===== src/rtl/pcas_lat_pkg.sv =====
package pcas_lat_pkg;

  localparam int CL_MIN = 3;
  localparam int CL_MAX = 5;
  localparam int AL_MAX = 4;
  localparam int LANES  = 2;   // lane 0 = read, lane 1 = write

  typedef struct packed {
    logic [2:0] cl;
    logic [2:0] al;
    logic       bl8;
  } lat_cfg_t;

  function automatic logic cfg_is_legal(input lat_cfg_t c);
    return (int'(c.cl) >= CL_MIN) && (int'(c.cl) <= CL_MAX) &&
           (int'(c.al) <= AL_MAX);
  endfunction

endpackage


===== src/rtl/pcas_cfg_reg.sv =====
module pcas_cfg_reg
  import pcas_lat_pkg::*;
#(
  parameter int CL_RST = 3,
  parameter int AL_RST = 0
) (
  input  logic     clk,
  input  logic     rst,
  input  logic     req,
  input  lat_cfg_t req_cfg,
  input  logic     pipe_empty,
  output lat_cfg_t cfg_q,
  output logic     busy_q
);

  always_ff @(posedge clk) begin
    if (rst) begin
      cfg_q.cl  <= 3'(CL_RST);
      cfg_q.al  <= 3'(AL_RST);
      cfg_q.bl8 <= 1'b0;
      busy_q    <= 1'b0;
    end else begin
      busy_q <= req && !pipe_empty;
      if (req && pipe_empty && cfg_is_legal(req_cfg))
        cfg_q <= req_cfg;
    end
  end

endmodule


===== src/rtl/pcas_cmd_pipe.sv =====
module pcas_cmd_pipe #(
  parameter int DEPTH = 12
) (
  input  logic             clk,
  input  logic             rst,
  input  logic             push,
  output logic [DEPTH-1:0] stages
);

  // stages[i] set: a command was accepted i+1 edges ago
  always_ff @(posedge clk) begin
    if (rst) stages <= '0;
    else     stages <= {stages[DEPTH-2:0], push};
  end

endmodule


===== src/rtl/pcas_win_gen.sv =====
module pcas_win_gen #(
  parameter int DEPTH = 12,
  parameter int LAT_W = 4
) (
  input  logic             clk,
  input  logic             rst,
  input  logic [DEPTH-1:0] stages,
  input  logic [LAT_W-1:0] lat,
  input  logic [2:0]       bcyc,
  output logic             data_q,
  output logic             strobe_q
);

  int   first_idx;
  int   last_idx;
  logic data_d;
  logic strobe_d;

  assign first_idx = int'(lat) - 1;
  assign last_idx  = int'(lat) + int'(bcyc) - 2;

  always_comb begin
    data_d   = 1'b0;
    strobe_d = 1'b0;
    for (int i = 0; i < DEPTH; i++) begin
      if (stages[i] && (i >= first_idx) && (i <= last_idx))
        data_d = 1'b1;
      if (stages[i] && (i >= first_idx - 1) && (i <= last_idx))
        strobe_d = 1'b1;
    end
  end

  always_ff @(posedge clk) begin
    if (rst) begin
      data_q   <= 1'b0;
      strobe_q <= 1'b0;
    end else begin
      data_q   <= data_d;
      strobe_q <= strobe_d;
    end
  end

endmodule


===== src/rtl/pcas_lat_sched.sv =====
module pcas_lat_sched
  import pcas_lat_pkg::*;
#(
  parameter int DEPTH  = 12,
  parameter int CL_RST = 3,
  parameter int AL_RST = 0
) (
  input  logic       clk,
  input  logic       rst,
  input  logic       cmd_valid,
  input  logic       cmd_is_wr,
  input  logic       cfg_req,
  input  logic [2:0] cfg_cas_lat,
  input  logic [2:0] cfg_add_lat,
  input  logic       cfg_burst8,
  output logic       rd_capture,
  output logic       rd_strobe_en,
  output logic       wr_drive,
  output logic       wr_strobe_en,
  output logic       cfg_busy,
  output logic       turn_err
);

  localparam int LAT_W = $clog2(DEPTH + 1);

  lat_cfg_t         req_cfg;
  lat_cfg_t         cfg_q;
  logic [LAT_W-1:0] rd_lat;
  logic [2:0]       bcyc;
  logic             pipe_empty;
  logic             wr_active;
  logic             rd_refused;
  int               wr_last_idx;

  logic [LANES-1:0] lane_push;
  logic [DEPTH-1:0] lane_stages [LANES];
  logic [LAT_W-1:0] lane_lat    [LANES];
  logic [LANES-1:0] lane_data;
  logic [LANES-1:0] lane_strobe;

  assign req_cfg.cl  = cfg_cas_lat;
  assign req_cfg.al  = cfg_add_lat;
  assign req_cfg.bl8 = cfg_burst8;

  pcas_cfg_reg #(
    .CL_RST (CL_RST),
    .AL_RST (AL_RST)
  ) cfg_i (
    .clk        (clk),
    .rst        (rst),
    .req        (cfg_req),
    .req_cfg    (req_cfg),
    .pipe_empty (pipe_empty),
    .cfg_q      (cfg_q),
    .busy_q     (cfg_busy)
  );

  assign rd_lat = LAT_W'(cfg_q.cl) + LAT_W'(cfg_q.al);
  assign bcyc   = cfg_q.bl8 ? 3'd4 : 3'd2;

  assign lane_lat[0] = rd_lat;
  assign lane_lat[1] = rd_lat - LAT_W'(1);

  // a write is still live until its drive window has closed
  assign wr_last_idx = int'(lane_lat[1]) + int'(bcyc) - 2;
  always_comb begin
    wr_active = 1'b0;
    for (int i = 0; i < DEPTH; i++)
      if (lane_stages[1][i] && (i <= wr_last_idx)) wr_active = 1'b1;
  end

  assign rd_refused   = cmd_valid && !cmd_is_wr && wr_active;
  assign lane_push[0] = cmd_valid && !cmd_is_wr && !wr_active;
  assign lane_push[1] = cmd_valid && cmd_is_wr;

  always_ff @(posedge clk) begin
    if (rst) turn_err <= 1'b0;
    else     turn_err <= rd_refused;
  end

  for (genvar g = 0; g < LANES; g++) begin : g_lane
    pcas_cmd_pipe #(.DEPTH(DEPTH)) pipe_i (
      .clk    (clk),
      .rst    (rst),
      .push   (lane_push[g]),
      .stages (lane_stages[g])
    );
    pcas_win_gen #(.DEPTH(DEPTH), .LAT_W(LAT_W)) win_i (
      .clk      (clk),
      .rst      (rst),
      .stages   (lane_stages[g]),
      .lat      (lane_lat[g]),
      .bcyc     (bcyc),
      .data_q   (lane_data[g]),
      .strobe_q (lane_strobe[g])
    );
  end

  assign pipe_empty = ~|{lane_stages[0], lane_stages[1]};

  assign rd_capture   = lane_data[0];
  assign rd_strobe_en = lane_strobe[0];
  assign wr_drive     = lane_data[1];
  assign wr_strobe_en = lane_strobe[1];

endmodule


===== config.mk =====
export PLATFORM = sky130hd
export DESIGN_NAME = pcas_lat_sched
export DESIGN_NICKNAME = d
export VERILOG_FILES = /design/src/rtl/pcas_lat_pkg.sv /design/src/rtl/pcas_cfg_reg.sv /design/src/rtl/pcas_cmd_pipe.sv /design/src/rtl/pcas_win_gen.sv /design/src/rtl/pcas_lat_sched.sv
export SDC_FILE = /design/constraint.sdc
export NUM_CORES = 1
export LEC_CHECK = 0
export BUFFER_PORTS_ARGS = -buffer_cell sky130_fd_sc_hd__buf_2
export CAP_MARGIN = 30
export CORE_ASPECT_RATIO = 1.75
export CORE_MARGIN = 5
export CORE_UTILIZATION = 59
export CTS_BUF_LIST = sky130_fd_sc_hd__clkbuf_2
export CTS_CLUSTER_DIAMETER = 50
export CTS_CLUSTER_SIZE = 16
export DETAILED_ROUTE_END_ITERATION = 7
export PLACE_DENSITY = 0.82
export SETUP_SLACK_MARGIN = 0.1
export SYNTH_ARGS = -nofsm -noshare
export SYNTH_HDL_FRONTEND = slang
export SYNTH_SLANG_ARGS = --single-unit

===== constraint.sdc =====
create_clock -name clk -period 10.2 [get_ports clk]
set_input_delay 1.02 -clock clk [delete_from_list [all_inputs] [get_ports clk]]
set_output_delay 1.02 -clock clk [all_outputs]
set_load 0.03 [all_outputs]

==> impl_metrics.py, run 1 <==
metrics = {
    "logic_synthesis": {
        "syn_avg_cell_area_sq_um": 7.74,
        "yosys_warnings": 0,
        "yosysTopAreaCellShare_pct": 19.3,
        "ys_ff_latch": 37,
        "synth-async-reset-ratio_pct": 0,
        "ys_types": 75,
        "synth-simple-area-share_pct": 29.7,
        "synth_compound_area_share_pct": 22.9,
        "ys_top_cells_by_area": "dfxtp_1 (19%), ha_1 (15%), nand2_1 (4.8%)",
        "muxShareOfSynthArea_pct": 1.30,
        "synthXorXnorAreaFrac_pct": 4.83,
        "synth_top_family_by_area": "simple AND/OR/NAND/NOR gates",
        "synthAdderAreaFrac_pct": 16.5,
        "ys_seq_area_share_pct": 19.3,
        "ys.flop_type": "dfxtp_1",
        "yosysTopAreaCell": "dfxtp_1",
        "syn_area_sq_um": 3840,
        "synth_edf_count": 0,
        "syn-num-nets": 556,
        "syn_inst": 496,
    },
    "timing": {
        "setup_violations": 0,
        "tns_ns": 0,
        "max_freq_mhz": 169,
        "finClkSkew_ns": 0.0383,
        "min_period_ns": 5.93,
        "post-route-period-util_pct": 58.1,
        "rsz0062_at_grt": "false",
        "tightest_slew_ns": 0.962,
        "final-hold-violation-count": 0,
        "maxSlewHeadroom_pct": 35.4,
        "slew_violations": 0,
        "fin_ws_ns": 4.27,
    },
    "clocking": {
        "cts_setup_buffers": 0,
        "cts_resized": 0,
        "root_buffer": "clkbuf_2",
        "cts_tree": "built",
        "cts.htree.levels": 2,
        "clk_pin_slew_worst_paths_ns": 0.25,
        "clockBufferDepth": 2,
        "holdBufCountCts": 0,
        "clkLatencyLatePin_ns": 0.46,
        "cts_made_buffers": 5,
        "cts_sinks": 37,
    },
    "grt": {
        "grt_pass1_vias": 3681,
        "grt_pass1_wl_um": 18400,
        "grt-ovfl-total": 0,
        "grt_start_max_net_pins": 37,
        "antenna_found_initial": 0,
        "track_usage_pct": 28.0,
    },
    "routing": {
        "viasPerCell": 6.66,
        "wirelength_um": 11500,
        "met3_length_um": 615,
        "detail_route.first_pass.iterations": 5,
        "top_layer_used": "met4",
        "final_antenna_net_count": 0,
        "post_drt_wl_per_cell_um": 19.9,
        "drt_iter0_drc": 294,
        "route.detailed.drc": 0,
        "vias": 3855,
        "wl_met1_um": 4350,
        "wl_met2_um": 5810,
    },
    "setup_path": {
        "end_kind": "flop",
        "crit_fanout": 14,
        "cp.required_ns": 10.57,
        "cp.arrival_ns": 6.29,
        "startpoint_type": "flop",
        "crit_slowest_cell": "xnor2_1",
        "cp_cell_sequence": "ha_1 -> fa_1 -> inv_1 -> ha_1 -> xnor2_4 -> inv_2 -> a31o_2 -> xnor2_1 -> nor2_1 -> nand2_1 -> ha_1 -> nor4b_1 -> nand2_1 -> or4_4 -> a21o_4 -> or3b_1 -> a221oi_2 -> a211oi_1 -> a41oi_1",
        "slowest_delay_ns": 0.75,
        "worstSetupPathType": "flop to flop",
        "worst_path_most_repeated_cell": "ha_1",
    },
    "floorplan": {
        "start_util_pct": 59.6,
        "core.rowCount": 39,
        "die_h_um": 117,
        "core_sq_um": 6440,
        "io_pins": 18,
        "dieWidth_um": 71.0,
        "die_area_sq_um": 8280,
    },
    "finish": {
        "drive_above_1_share_pct": 9.07,
        "area_growth_pct": 4.76,
        "final_nets": 555,
        "final_common_cell": "nand2_1",
        "layout_common_cells": "nand2_1 (49), ha_1 (45), dfxtp_1 (37)",
    },
    "pwr": {
        "switching_share_pct": 45.7,
        "power_frac_seq_pct": 24.6,
        "leakage_nw": 1.68,
        "clkPwrFrac_pct": 20.6,
        "net-switching-power_uw": 281,
        "peakVddDrop_mv": 0.102,
        "pwr-share-comb_pct": 54.8,
        "internal-power_uw": 334,
        "powerDensity_nw_per_um2": 153,
    },
    "placed_design": {
        "post-dp-hpwl_um": 8690,
        "gp_congestion": 0.967,
        "port_buffers": 17,
        "dpl_worst_slack_ns": 4.39,
    },
    "status": {
        "status": "finished, final reports clean",
    },
    "hold_path": {
        "hold_class": "flop to flop",
    },
    "flow_run": {
        "cap_violations": 0,
    },
}
==> flip-flops by register name, indices dropped and copies added, names as in the netlist <==
register and count:
cfg_i.busy_q 1, cfg_i.cfg_q 7, g_lane.pipe_i.stages 24, turn_err 1, g_lane.win_i.data_q 2, g_lane.win_i.strobe_q 2
==> worst paths after layout <==
path	end	cells past startpoint	startpoint	slack, ns
max reg2reg	g_lane[1].win_i.strobe_q	19	cfg_i.cfg_q[1]	4.27
min	g_lane[1].pipe_i.stages[6]	1	g_lane[1].pipe_i.stages[5]	0.50
max	g_lane[1].win_i.strobe_q	19	cfg_i.cfg_q[1]	4.27
min reg2reg	g_lane[1].pipe_i.stages[6]	1	g_lane[1].pipe_i.stages[5]	0.50
==> routing by layer <==
metal / vias to the layer above / GRT usage [%]
li1: 1828 / -
met1: 1788 / 29.4
met2: 185 / 51.2
met3: 54 / 4.13
met4: 0 / 18.3
met5: - / 0
==> Yosys cell counts, types with 3 or more instances <==
cell type  count
o2111ai_1      5
a21o_1         4
and2_1         5
o311a_1        3
nand2_1       49
o21a_1         4
ha_1          45
nor4b_1        7
inv_1         25
a211oi_1       9
nor2_1        33
o21ai_0       18
a21oi_1       27
nor4_1        12
nor3_1        17
buf_2          3
mux2i_1        5
nand4_1        8
a2111oi_0      3
a41oi_1        3
nand3_1       25
nor2b_1       28
a31oi_1        8
a31o_2         4
o221ai_1       3
and3_1         6
xnor2_1        9
a211o_1        3
o21ai_1        4
clkbuf_1      22
a32oi_1        3
dfxtp_1       37
fa_1           3
==> critical path, delay by kind of cell, from the launching register on <==
family / cells / cell delay, ns
AOI/OAI and AO/OA: 5 / 1.05
xor gates and xnor gates: 2 / 0.97
adders and majority gates: 4 / 1.51
buffers and inverters: 2 / 0.35
DFF: 1 / 0.38
and+or+nand+nor: 6 / 1.57
==> final cells by class <==
| cell class | count | area [sq um] |
|---|---|---|
| Multi-Input combinational cell | 406 | 2890 |
| Tap cell | 82 | 103 |
| Clock inverter | 3 | 68.8 |
| Timing Repair Buffer | 18 | 92.6 |
| Clock buffer | 5 | 25.0 |
| Sequential cell | 37 | 741 |
| Antenna cell | 1 | 2.50 |
| Fill cell | 601 | 2420 |
| Inverter | 27 | 101 |
==> metrics by stage <==
stage          total power, mW  cells  utilization, %  hold WS, ns  instance area, sq um
2_1_floorplan            0.411    496               -        0.444                  3840
3_3_place_gp             0.480    570            60.9        0.459                  3920
3_5_place_dp             0.481    570            60.9        0.473                  3920
4_1_cts                  0.608    578            62.4        0.501                  4020
5_1_grt                  0.656    578            62.4        0.522                  4020
6_report                 0.615    579            62.4        0.498                  4020
==> power groups by stage <==
stage	Sequential, mW	Combinational [mW]	Clock, mW
global route	0.152	0.371	0.133
detailed placement	0.154	0.327	0
CTS	0.151	0.329	0.127
finish	0.151	0.337	0.127
global placement	0.154	0.326	0
floorplan	0.155	0.255	0
==> logic make-up (layout without fill, tap and decap cells) <==
| logic type | count (synthesis) | after routing |
|---|---|---|
| simple gates | 213 | 213 |
| xor+xnor | 15 | 15 |
| flops | 37 | 37 |
| compound gates | 124 | 124 |
| buf+inv | 53 | 53 |
| fa+ha+maj | 49 | 49 |
| other cells | 0 | 1 |
| mux | 5 | 5 |
Note: power is estimated with default switching activity, not from simulation.
==> run 2: changes to the inputs <==
Settings changed: CORE_UTILIZATION 59 to 58, PLACE_DENSITY 0.82 to 0.84.
Clock period 10.2 ns to 5.1 ns, I/O delays scaled along.
==> run 2 against run 1 <==
Net effect: sequential share of layout area shrank 1.1 points; total power is 110% higher; sequential power is 100% higher; cell count grew 3.8%; non-clock buffer count rose by 22; largest cell class unchanged; global-route usage up 0.27 points; final area up 6.5%; maximum frequency grew 21%.
==> impl_metrics.py, run 2 (synthesis gave the netlist of run 1 again) <==
metrics = {
    "status": {
        "status": "finished, final reports clean",
    },
    "setup_path": {
        "worst-path-buf-inv": 3,
        "path_delay_family": "adder cells",
        "cp.arrival_ns": 5.24,
        "cp.required_ns": 5.46,
        "startpoint_type": "flop",
        "crit_fanout": 13,
        "reg2reg_depth": 16,
        "end_kind": "flop",
        "r2r_start": "cfg_i.cfg_q[1]",
        "r2r_slack_ns": 0.22,
        "worstSetupPathType": "flop to flop",
        "cp_cell_sequence": "ha_1 -> fa_1 -> inv_1 -> ha_4 -> xnor2_4 -> inv_2 -> buf_4 -> fa_1 -> nor2b_1 -> nor2_1 -> nor4b_1 -> nor2_1 -> a21oi_1 -> nor4_4 -> a211o_1 -> a31oi_1",
        "slowest_delay_ns": 0.60,
        "crit_cells": 16,
        "crit_slowest_cell": "fa_1",
        "reg2reg_to": "g_lane[1].win_i.data_q",
    },
    "clocking": {
        "clkLatencyLatePin_ns": 0.43,
        "root_buffer": "clkbuf_2",
        "cts_sinks": 37,
        "cts.htree.levels": 2,
        "holdBufCountCts": 0,
        "cts_made_buffers": 5,
        "clk_pin_slew_worst_paths_ns": 0.21,
        "cts_tree": "built",
        "clockBufferDepth": 2,
    },
    "floorplan": {
        "core.rowCount": 39,
        "start_util_pct": 59.1,
        "io_pins": 18,
        "core_sq_um": 6490,
        "dieWidth_um": 71.5,
        "die_area_sq_um": 8410,
        "die_h_um": 118,
    },
    "routing": {
        "drt_iter0_drc": 430,
        "vias": 4106,
        "viasPerCell": 6.83,
        "route.detailed.drc": 0,
        "wirelength_um": 12200,
        "post_drt_wl_per_cell_um": 20.3,
        "final_antenna_net_count": 0,
        "detail_route.first_pass.iterations": 6,
    },
    "pwr": {
        "switching_share_pct": 47.3,
        "peakVddDrop_mv": 0.190,
        "net-switching-power_uw": 598,
        "internal-power_uw": 667,
        "powerDensity_nw_per_um2": 295,
        "leakage_nw": 1.79,
        "power_frac_seq_pct": 23.9,
        "pwr-share-comb_pct": 61.0,
        "finalPower_mw": 1.26,
        "clkPwrFrac_pct": 15.1,
    },
    "placed_design": {
        "port_buffers": 17,
        "post-dp-hpwl_um": 9350,
        "dpl_cell_area_sq_um": 4080,
        "dpl_worst_slack_ns": 0.159,
        "place_inst": 591,
        "gp_congestion": 0.989,
    },
    "timing": {
        "max_freq_mhz": 205,
        "slew_violations": 0,
        "min_period_ns": 4.88,
        "maxSlewHeadroom_pct": 50.2,
        "finClkSkew_ns": 0.0141,
        "final-hold-violation-count": 0,
        "fin_ws_ns": 0.219,
        "rsz0062_at_grt": "true",
        "tightest_slew_ns": 0.742,
        "setup_violations": 0,
        "post-route-period-util_pct": 95.7,
        "holdWs_ns": 0.257,
        "tns_ns": 0,
    },
    "finish": {
        "post-route-util_pct": 66.0,
        "layout_common_cells": "nand2_1 (48), ha_1 (43), dfxtp_1 (37)",
        "largest_register_ffs": 24,
        "regMostFlops": "g_lane.pipe_i.stages",
        "stdcell_count": 601,
        "final_area_sq_um": 4280,
        "final_nets": 577,
        "final_common_cell": "nand2_1",
        "drive_above_1_share_pct": 15.8,
        "num-fill-cells": 541,
        "top_regs": "g_lane.pipe_i.stages (24), cfg_i.cfg_q (7)",
        "area_growth_pct": 11.6,
    },
    "hold_path": {
        "min_to": "g_lane[0].pipe_i.stages[0]",
        "worstHoldStart": "cmd_is_wr",
        "hold_depth": 2,
        "hold_class": "input pin to flop",
    },
    "grt": {
        "track_usage_pct": 28.3,
        "grt-ovfl-total": 0,
        "antenna_found_initial": 1,
        "grt_pass1_vias": 4017,
        "grt_start_max_net_pins": 37,
        "grt_pass1_wl_um": 19300,
    },
    "flow_run": {
        "cap_violations": 0,
    },
}
[run 2: cell types whose count changed in the layout (fill, tap and decap cells not counted), sizes merged]
| cell | delta |
|---|---|
| bufinv | -1 |
| buf | +22 |
| clkinv | +1 |
| inv | -1 |
| clkinvlp | +1 |
[run 2: per-layer routing]
layer  wire (um)  vias up  part of all wire [%]  GRT usage [%]
li1            -     1872                     -              -
met1        4230     1892                    35           29.3
met2        6140      244                    50           49.7
met3         795       98                   6.5           4.19
met4        1030        0                   8.4           20.7
met5           0        -                     0              0
[run 2: worst max-delay path by stage]
| stage | slack (ns) | endpoint | start |
|---|---|---|---|
| 2_1_floorplan | 0.14 | g_lane[1].win_i.strobe_q | cfg_i.cfg_q[1] |
| 4_1_cts | 0.10 | g_lane[0].pipe_i.stages[0] | cfg_i.cfg_q[1] |
| 5_1_grt | -0.09 | turn_err | cfg_i.cfg_q[1] |
| 3_3_place_gp | 0.24 | g_lane[1].win_i.data_q | cfg_i.cfg_q[1] |
| 3_5_place_dp | 0.16 | g_lane[1].win_i.strobe_q | cfg_i.cfg_q[1] |
| 6_report | 0.22 | g_lane[1].win_i.data_q | cfg_i.cfg_q[1] |
[run 2: power by group through the flow]
stage / Clock (mW) / Combinational [mW] / Sequential [mW]
after floorplan: 0 / 0.511 / 0.311
after global placement: 0 / 0.693 / 0.308
after detailed placement: 0 / 0.706 / 0.308
after CTS: 0.191 / 0.713 / 0.302
after global routing: 0.201 / 0.834 / 0.303
final: 0.191 / 0.772 / 0.302
[run 2: layout make-up]
| class | count | area [sq um] | area share [%] |
|---|---|---|---|
| Antenna cell | 1 | 2.50 | 0.0584 |
| Clock buffer | 5 | 25.0 | 0.584 |
| Clock inverter | 3 | 46.3 | 1.08 |
| Inverter | 27 | 101 | 2.37 |
| Multi-Input combinational cell | 406 | 3010 | 70.2 |
| Sequential cell | 37 | 741 | 17.3 |
| Tap cell | 82 | 103 | 2.40 |
| Timing Repair Buffer | 40 | 258 | 6.02 |
[run 2: timing repair]
action                                  in CTS  in global routing
buffers inserted                             0                  1
resized for setup                            0                 24
endpoints found under the setup margin       0                  5
